<file path="config.mk">
export PLATFORM = sky130hd
export DESIGN_NAME = sqwave_timer
export DESIGN_NICKNAME = d
export VERILOG_FILES = /design/src/rtl/sqtimer_pkg.sv /design/src/rtl/sqwave_timer_ctrl.sv /design/src/rtl/sqwave_timer_dp.sv /design/src/rtl/sqwave_timer.sv
export SDC_FILE = /design/constraint.sdc
export NUM_CORES = 1
export LEC_CHECK = 0
export BUFFER_PORTS_ARGS = -buffer_cell sky130_fd_sc_hd__buf_2
export CAP_MARGIN = 10
export CORE_AREA = 2 2 114 116
export CTS_CLUSTER_DIAMETER = 50
export DETAILED_ROUTE_END_ITERATION = 16
export DIE_AREA = 0 0 116 118
export PLACE_DENSITY = 0.5
export SLEW_MARGIN = 20
export SYNTH_ARGS = -nofsm -noshare
export SYNTH_HDL_FRONTEND = slang
export SYNTH_HIERARCHICAL = 1
export SYNTH_SLANG_ARGS = --single-unit
</file>
<file path="constraint.sdc">
create_clock -name clk -period 9.9 [get_ports clk]
set_input_delay 0.495 -clock clk [delete_from_list [all_inputs] [get_ports clk]]
set_output_delay 0.495 -clock clk [all_outputs]
set_load 0.01 [all_outputs]
</file>
<file path="src/rtl/sqtimer_pkg.sv">
package sqtimer_pkg;

  // Which byte a data-port read returns
  typedef enum logic [1:0] {
    RD_LO     = 2'd0,
    RD_HI     = 2'd1,
    RD_LAT_LO = 2'd2,
    RD_LAT_HI = 2'd3
  } rdSel_e;

  // Strobes from control to datapath
  typedef struct packed {
    logic   progCtl;   // programming byte accepted
    logic   latchCmd;  // snapshot the count
    logic   wrLo;      // data byte goes to reload low
    logic   wrHi;      // data byte goes to reload high
    logic   armStart;  // reload complete in square-wave mode
    logic   rdStb;     // data-port read
    rdSel_e rdSel;     // byte chosen for that read
  } ctlStb_t;

endpackage

</file>
<file path="src/rtl/sqwave_timer_ctrl.sv">
module sqwave_timer_ctrl
  import sqtimer_pkg::*;
#(
  parameter int CHAN_ID = 0
) (
  input  logic       clk,
  input  logic       rstN,
  input  logic       wrEn,
  input  logic       wrCtl,
  input  logic [7:0] wrData,
  input  logic       rdEn,
  output ctlStb_t    stb
);

  logic [1:0] accQ;
  logic [2:0] modeQ;
  logic       wrHiQ;
  rdSel_e     rdStateQ;

  logic ctlHit, isLatch, isProg, dataWr, isSquare;
  logic unusedBcd;

  assign unusedBcd = wrData[0];
  assign ctlHit    = wrEn && wrCtl && (wrData[7:6] == 2'(CHAN_ID));
  assign isLatch   = ctlHit && (wrData[5:4] == 2'd0);
  assign isProg    = ctlHit && (wrData[5:4] != 2'd0);
  assign dataWr    = wrEn && !wrCtl;
  assign isSquare  = (modeQ == 3'd3) || (modeQ == 3'd7);

  function automatic rdSel_e firstRd(input logic [1:0] acc);
    return (acc == 2'd2) ? RD_HI : RD_LO;
  endfunction

  always_comb begin
    stb          = '0;
    stb.progCtl  = isProg;
    stb.latchCmd = isLatch;
    stb.wrLo     = dataWr && !wrHiQ;
    stb.wrHi     = dataWr && wrHiQ;
    stb.armStart = dataWr && isSquare && ((accQ != 2'd3) || wrHiQ);
    stb.rdStb    = rdEn;
    stb.rdSel    = rdStateQ;
  end

  always_ff @(posedge clk) begin
    if (!rstN) begin
      accQ     <= 2'd3;
      modeQ    <= 3'd0;
      wrHiQ    <= 1'b0;
      rdStateQ <= RD_LO;
    end else begin
      if (isProg) begin
        accQ  <= wrData[5:4];
        modeQ <= wrData[3:1];
        wrHiQ <= (wrData[5:4] == 2'd2);
      end else if (dataWr && accQ == 2'd3) begin
        wrHiQ <= !wrHiQ;
      end

      if (isProg) begin
        rdStateQ <= firstRd(wrData[5:4]);
      end else if (isLatch) begin
        rdStateQ <= RD_LAT_LO;
      end else if (rdEn) begin
        case (rdStateQ)
          RD_LAT_LO: rdStateQ <= RD_LAT_HI;
          RD_LAT_HI: rdStateQ <= firstRd(accQ);
          RD_LO:     rdStateQ <= (accQ == 2'd3) ? RD_HI : RD_LO;
          default:   rdStateQ <= (accQ == 2'd3) ? RD_LO : RD_HI;
        endcase
      end
    end
  end


  latch_order_chk: assert property (@(posedge clk) disable iff (!rstN)
    (rdEn && rdStateQ == RD_LAT_LO && !ctlHit) |=> rdStateQ == RD_LAT_HI);


  low_only_chk: assert property (@(posedge clk) disable iff (!rstN)
    (accQ == 2'd1 && !isProg) |=> !wrHiQ);

endmodule

</file>
<file path="src/rtl/sqwave_timer_dp.sv">
module sqwave_timer_dp
  import sqtimer_pkg::*;
#(
  parameter int BYTE_W   = 8,
  parameter int ODD_WRAP = 1
) (
  input  logic              clk,
  input  logic              rstN,
  input  logic              tickEn,
  input  ctlStb_t           stb,
  input  logic [BYTE_W-1:0] wrData,
  output logic [BYTE_W-1:0] rdData,
  output logic              rdValid,
  output logic              sqOut
);

  localparam int CNT_W = 2 * BYTE_W;
  localparam logic [CNT_W:0] FULL = {1'b1, {CNT_W{1'b0}}};
  localparam logic [CNT_W:0] TWO  = (CNT_W + 1)'(2);

  logic [CNT_W-1:0] reloadQ, latchQ, relNext;
  logic [CNT_W:0]   cntQ, effRaw, eff, cntNext;
  logic             runQ, sqQ, tick, wrapHit;
  logic [BYTE_W-1:0] rdDataQ;
  logic             rdValidQ;

  always_comb begin
    relNext = reloadQ;
    if (stb.wrLo) relNext[BYTE_W-1:0]     = wrData;
    if (stb.wrHi) relNext[CNT_W-1:BYTE_W] = wrData;
  end

  assign effRaw = (relNext <= CNT_W'(1)) ? FULL : {1'b0, relNext};

  generate
    if (ODD_WRAP != 0) begin : g_oddWrap
      assign eff = effRaw;
    end else begin : g_evenOnly
      assign eff = {effRaw[CNT_W:1], 1'b0};
    end
  endgenerate

  assign tick = tickEn && runQ;

  always_comb begin
    if (cntQ > TWO) begin
      cntNext = cntQ - TWO;
      wrapHit = 1'b0;
    end else begin
      cntNext = eff - (TWO - cntQ);
      wrapHit = 1'b1;
    end
  end

  always_ff @(posedge clk) begin
    if (!rstN) begin
      reloadQ <= '0;
      cntQ    <= '0;
      runQ    <= 1'b0;
      sqQ     <= 1'b1;
      latchQ  <= '0;
    end else begin
      if (stb.latchCmd) latchQ <= cntQ[CNT_W-1:0];
      if (stb.progCtl) begin
        reloadQ <= '0;
        cntQ    <= '0;
        runQ    <= 1'b0;
        sqQ     <= 1'b1;
      end else begin
        reloadQ <= relNext;
        if (stb.armStart && !runQ) begin
          cntQ <= eff;
          runQ <= 1'b1;
        end else if (tick) begin
          cntQ <= cntNext;
          if (wrapHit) sqQ <= !sqQ;
        end
      end
    end
  end

  always_ff @(posedge clk) begin
    if (!rstN) begin
      rdDataQ  <= '0;
      rdValidQ <= 1'b0;
    end else begin
      rdValidQ <= stb.rdStb;
      if (stb.rdStb) begin
        case (stb.rdSel)
          RD_LO:     rdDataQ <= cntQ[BYTE_W-1:0];
          RD_HI:     rdDataQ <= cntQ[CNT_W-1:BYTE_W];
          RD_LAT_LO: rdDataQ <= latchQ[BYTE_W-1:0];
          default:   rdDataQ <= latchQ[CNT_W-1:BYTE_W];
        endcase
      end
    end
  end

  assign rdData  = rdDataQ;
  assign rdValid = rdValidQ;
  assign sqOut   = sqQ;


  prog_clears_chk: assert property (@(posedge clk) disable iff (!rstN)
    stb.progCtl |=> (sqQ && !runQ && cntQ == '0));


  step_by_two_chk: assert property (@(posedge clk) disable iff (!rstN)
    (tick && cntQ > TWO && !stb.progCtl) |=> cntQ == $past(cntQ) - TWO);


  toggle_cause_chk: assert property (@(posedge clk) disable iff (!rstN)
    !$stable(sqQ) |-> $past(tick || stb.progCtl));


  count_range_chk: assert property (@(posedge clk) disable iff (!rstN)
    runQ |-> (cntQ != '0 && cntQ <= FULL));

endmodule

</file>
<file path="src/rtl/sqwave_timer.sv">
module sqwave_timer
  import sqtimer_pkg::*;
#(
  parameter int BYTE_W   = 8,
  parameter int CHAN_ID  = 0,
  parameter int ODD_WRAP = 1
) (
  input  logic              clk,
  input  logic              rstN,
  input  logic              tickEn,
  input  logic              wrEn,
  input  logic              wrCtl,
  input  logic [BYTE_W-1:0] wrData,
  input  logic              rdEn,
  output logic [BYTE_W-1:0] rdData,
  output logic              rdValid,
  output logic              sqOut
);

  ctlStb_t stb;

  sqwave_timer_ctrl #(.CHAN_ID(CHAN_ID)) u_ctrl (
    .clk    (clk),
    .rstN   (rstN),
    .wrEn   (wrEn),
    .wrCtl  (wrCtl),
    .wrData (wrData[7:0]),
    .rdEn   (rdEn),
    .stb    (stb)
  );

  sqwave_timer_dp #(.BYTE_W(BYTE_W), .ODD_WRAP(ODD_WRAP)) u_dp (
    .clk     (clk),
    .rstN    (rstN),
    .tickEn  (tickEn),
    .stb     (stb),
    .wrData  (wrData),
    .rdData  (rdData),
    .rdValid (rdValid),
    .sqOut   (sqOut)
  );

endmodule

</file>
**Word level (Yosys, flattened, before mapping)**

Cells that the tools add are included.
W data, S select, Z words.

- Register bits after elaboration: 68
- Logic and storage cells: 72
- Output and inout bits: 10
- Input port bits: 14

- Reduce and logical (&&, ||, !) cells: 27
- Equal/unequal tests: 9
- Mux-type cells: 17
- Magnitude comparators: 2
- Bitwise operators: 3
- $add $sub $neg: 3

Operators by type and width:

| kind | count |
|---|---|
| $mux W17 | 4 |
| $pmux W8 S3 | 1 |
| $gt A17 B2 Y1 const B | 1 |
| $sub A17 B17 Y17 | 1 |
| $sub A17 B2 Y17 const B | 1 |
| $sub A2 B17 Y17 const A | 1 |
| $le A16 B1 Y1 const B | 1 |
| $mux W8 | 2 |
| $logic_and A1 B1 Y1 | 12 |
| $eq A2 B2 Y1 const B | 5 |
| $logic_not A2 Y1 | 3 |
| $mux W1 | 6 |
| $mux W2 | 3 |
| $pmux W2 S3 | 1 |
| $reduce_bool A2 Y1 | 3 |
| $logic_not A1 Y1 | 4 |
| $eq A3 B2 Y1 const B | 1 |
| $eq A3 B3 Y1 const B | 1 |
| $not A1 Y1 | 3 |
| $reduce_and A3 Y1 | 1 |
| $reduce_bool A3 Y1 | 1 |
| $eq A2 B1 Y1 const B | 1 |
| $logic_or A1 B1 Y1 | 2 |
| $ne A2 B2 Y1 const B | 1 |
| $reduce_or A2 Y1 | 1 |

**Longest topological paths before layout**

- Depth in word-level cells: 10
- Depth in mapped cells: 18

**By module**

Netlist, hierarchy kept.

Modules (own cells, without submodules):

| module | cells an instance | times used | area each (um2) |
|---|---|---|---|
| sqwave_timer_dp | 458 | 1 | 4033.9 |
| sqwave_timer_ctrl | 46 | 1 | 400.4 |

**Worst setup path before layout**

Ideal clock, no wire load.

- Kind: input port to flip-flop
- From: input port wrCtl
- To: register u_dp.cntQ[15]
- Stages: 17
- Path buffers: 1
- Arrival: 3.680 ns
- Library setup time: 0.095 ns
- Setup slack: 6.124 ns
- Required time: 9.805 ns
- Cells stage by stage: nor3b_1 > buf_2 > mux2i_1 > nand3_1 > nor4_4 > nor2_1 > ha_1 > ha_1 > inv_1 > fa_1 > nor2b_1 > o211ai_1 > a21boi_0 > o31ai_1 > o21ai_0 > xnor2_1 > a221oi_1

- Word-level cells in the longest chain between the ends: 10
- Elaborated cells between the ends (all ways): 20
- Classes of those cells: add/sub: 1; order compare: 1; mux: 6; reduce/logical: 12

RTL lines:

| what | line | RTL |
|---|---|---|
| start: declaration | sqwave_timer.sv:12 | `input logic wrCtl,` |
| $logic_not A1 Y1 | sqwave_timer_ctrl.sv:27 | `assign dataWr = wrEn && !wrCtl;` |
| $logic_and A1 B1 Y1 | sqwave_timer_ctrl.sv:27 |  |
| $logic_and A1 B1 Y1 (on tied branches) | sqwave_timer_ctrl.sv:38, sqwave_timer_ctrl.sv:39 |  |
| $mux W8 (on tied branches) | sqwave_timer_dp.sv:29, sqwave_timer_dp.sv:30 |  |
| $le A16 B1 Y1 | sqwave_timer_dp.sv:33 | `assign effRaw = (relNext <= CNT_W'(1)) ? FULL : {1'b0, relNext};` |
| $mux W17 | sqwave_timer_dp.sv:33 |  |
| $sub A17 B17 Y17 | sqwave_timer_dp.sv:50 | `cntNext = eff - (TWO - cntQ);` |
| $mux W17 | sqwave_timer_dp.sv:46 | `if (cntQ > TWO) begin` |
| $mux W17 | sqwave_timer_dp.sv:74 | `end else if (tick) begin` |
| $mux W17 | sqwave_timer_dp.sv:71 | `if (stb.armStart && !runQ) begin` |
| end signal: assignment | sqwave_timer_dp.sv:75 | `cntQ <= cntNext;` |
| end: declaration | sqwave_timer_dp.sv:22 | `logic [CNT_W:0] cntQ, effRaw, eff, cntNext;` |

Several ways; a longest one is shown, not always the timed one. The select of a mux whose other input is x is not followed.
A chain may end at the register's enable or synchronous reset.

==> impl_metrics.yaml <==
sta:
  drv_slew: 0
  finalHoldViolations: 0
  layout_min_cycle_time_ns: 4.498
  finalCritPeriodShare_pct: 45.43
  tightestPinTransition_ns: 1.083
  max-slew-margin-rel_pct: 27.55
  fmax_mhz: 222.3
  fin_tns_setup_ns: 0
  finalSetupViolCount: 0
  rsz0062_at_grt: "no"
  skew_ns: 0.007978
final_layout:
  n_antenna_cell: 0
  utilization_pct: 40.07
  drive_gt1_share_pct: 13.52
  fin_nets: 567
  area_growth_pct: 12.19
hold_path:
  min_path_cells: 3
  hp-class: "in -> reg"
routing:
  firstDrtPassIters: 5
  num_vias: 3677
  drc: 0
  drtIter0Drc: 261
  final_antenna_net_count: 0
  via_per_inst: 5.275
  wirelength_um: 12330
  wl_per_cell_um: 17.68
grt:
  grt_max_degree: 33
  met3_usage_pct: 3.399
  met1_usage_pct: 26.44
  grt_pass1_wl_um: 19390
  overflow: 0
  grt_pass1_vias: 3483
  grt_use_total_pct: 18.49
  antenna_found_initial: 0
  met2_usage_pct: 27.63
  top_usage_layer: "met2"
clock_network:
  h-tree-depth: 3
  cts_buffers: 9
  cts_setup_buffers: 0
  cts_tree: "built"
  cts.sinks: 67
  clk_pin_slew_ns: 0.06
  clockRootBuffer: "clkbuf_16"
  hold_buffers: 0
  clk_path_buf_depth: 2
  clk_latency_ns: 0.33
  cts_resized: 0
setup_path:
  crit_buf_inv: 2
  reg2reg_depth: 17
  critical_path_arrival_ns: 4.73
  path_cells: "inv_1, nor3b_2, mux2i_1, nand3_1, nor4_4, nor2_1, ha_1, ha_1, inv_1, fa_1, nor2b_1, o211ai_1, a21boi_0, o31ai_1, o21ai_0, xnor2_1, a221oi_1"
  critical-path-slowest-cell: "nor3b_2"
  worstSetupPathDepth: 17
  critical-path-max-stage-delay_ns: 0.77
  path_class: "reg -> reg"
  crit_family: "simple AND/OR/NAND/NOR gates"
  critPathLaunchType: "flop"
  cp.required_ns: 10.13
  endpoint_kind: "flop"
  crit_path_max_fanout: 12
floorplan:
  dieWidth_um: 116
  row_count: 41
  start_util_pct: 35.72
  core_um2: 12410
  io_pins: 24
  die_area_um2: 13690
  die_h_um: 118
synth:
  synth-async-reset-ratio_pct: 0
  synthFlopType: "dfxtp_1"
  ys_seq_area_share_pct: 30.25
  avgSynthCellArea_um2: 8.798
  ys_types: 65
  yosysWarnings: 6
  syn_inst: 504
  synth-seq-cells: 67
  syn_area_um2: 4434
  syn-num-nets: 551
  synth_edf_count: 0
place:
  portBuffers: 23
  gp_congestion: 0.8525
  dp_hpwl_um: 9364
flow_run:
  maxCapViolations: 0
power_and_ir_drop:
  irDropWorstVdd_mv: 0.09248
  p_per_area_nw_per_um2: 146.7
  p_leak_nw: 1.935
run_status:
  status: "finished, final reports clean"
[worst reg2reg max path, cell delays in order, from the launching register on]
cell and delay [ns]:
dfxtp_1 0.40, inv_1 0.09, nor3b_2 0.77, mux2i_1 0.46, nand3_1 0.19, nor4_4 0.31, nor2_1 0.11, ha_1 0.19
ha_1 0.20, inv_1 0.07, fa_1 0.21, nor2b_1 0.07, o211ai_1 0.16, a21boi_0 0.15, o31ai_1 0.40, o21ai_0 0.20
xnor2_1 0.16, a221oi_1 0.27
[metal layers]
layer	up-vias	share of wire, %
met5	-	0
met4	0	2.2
met3	15	5.8
met2	109	44
met1	1735	48
li1	1818	-
[cell type report]
cell class / count / area [µm²]
multi-input combinational: 365 / 2786
timing repair buffer: 28 / 152.6
sequential: 67 / 1341
clock inverter: 5 / 52.55
inverter: 49 / 183.9
clock buffer: 11 / 242.7
fill: 1286 / 7440
tap: 172 / 215.2
[Yosys cell counts (3+ instances only)]
cell type | n | area [µm²]
a211oi_1 | 3 | 22.52
a21oi_1 | 24 | 120.1
a221oi_1 | 5 | 43.79
a31oi_1 | 6 | 37.54
and3_1 | 3 | 18.77
buf_2 | 3 | 15.01
buf_4 | 4 | 30.03
buf_6 | 3 | 33.78
clkbuf_1 | 13 | 48.80
dfxtp_1 | 67 | 1341
ha_1 | 32 | 400.4
inv_1 | 49 | 183.9
mux2i_1 | 41 | 410.4
mux4_2 | 8 | 180.2
nand2_1 | 23 | 86.33
nand2b_1 | 6 | 37.54
nand3_1 | 11 | 55.05
nor2_1 | 47 | 176.4
nor2b_1 | 29 | 181.4
nor3_1 | 7 | 35.03
nor3b_1 | 7 | 52.55
nor4_1 | 3 | 18.77
o211ai_1 | 3 | 22.52
o21ai_0 | 19 | 95.09
o21ai_1 | 8 | 40.04
o22ai_1 | 5 | 31.28
o31ai_1 | 3 | 22.52
xnor2_1 | 20 | 175.2
xor2_1 | 4 | 35.03
[cells in the final DEF (no fill, tap or decap), types with 7 or more instances in the layout]
cell,netlist,routed
dfxtp_1,67,67
inv_1,49,49
nor2_1,47,47
mux2i_1,41,41
ha_1,32,32
nor2b_1,29,29
a21oi_1,24,24
buf_2,3,23
nand2_1,23,23
xnor2_1,20,20
o21ai_0,19,19
nand3_1,11,11
clkbuf_16,0,9
mux4_2,8,8
o21ai_1,8,8
nor3_1,7,7
[stage by stage]
step	setup WS, ns	total power, W	area, µm²	hold slack (ns)	cells
4_1_cts	5.405	0.0007353	4975	0.4733	697
2_1_floorplan	6.124	0.0003790	4434	0.4520	504
3_5_place_dp	5.321	0.0004141	4679	0.4823	681
3_3_place_gp	5.510	0.0004132	4679	0.4812	681
6_report	5.402	0.0007298	4975	0.4818	697
5_1_grt	5.046	0.0007641	4975	0.4840	697
[power breakdown]
part | internal [W] | switching, W
combinational | 0.0000542 | 0.0000772
sequential | 0.000273 | 0.00000464
clock | 0.000201 | 0.000120
total | 0.000528 | 0.000202
[worst paths after layout]
path | startpoint | slack [ns] | endpoint
max | u_ctrl/wrHiQ | 5.40 | u_dp/cntQ[15]
min | wrData[1] | 0.48 | u_ctrl/modeQ[0]
max reg2reg | u_ctrl/wrHiQ | 5.40 | u_dp/cntQ[15]
min reg2reg | u_ctrl/modeQ[1] | 0.49 | u_ctrl/modeQ[1]
[cell families (layout without fill, tap and decap cells)]
kind of cell / count (synthesis) / in the layout / share of synthesized area (%)
and+or+nand+nor: 159 / 159 / 20.20
AOI/OAI and AO/OA: 100 / 100 / 14.98
buffers and inverters: 72 / 93 / 7.026
DFF: 67 / 67 / 30.25
muxes: 49 / 49 / 13.32
adders and majority gates: 33 / 33 / 9.481
xor gates and xnor gates: 24 / 24 / 4.740
[flip-flops by register name, summed over array words and instances (netlist names)]
register,cells
u_ctrl/wrHiQ,1
u_dp/rdValid,1
u_dp/sqOut,1
u_dp/cntQ,17
u_dp/latchQ,16
u_dp/runQ,1
u_ctrl/accQ,2
u_dp/rdData,8
u_dp/reloadQ,16
u_ctrl/rdStateQ,2
u_ctrl/modeQ,2
No activity file was read; power rests on OpenSTA's default activity.
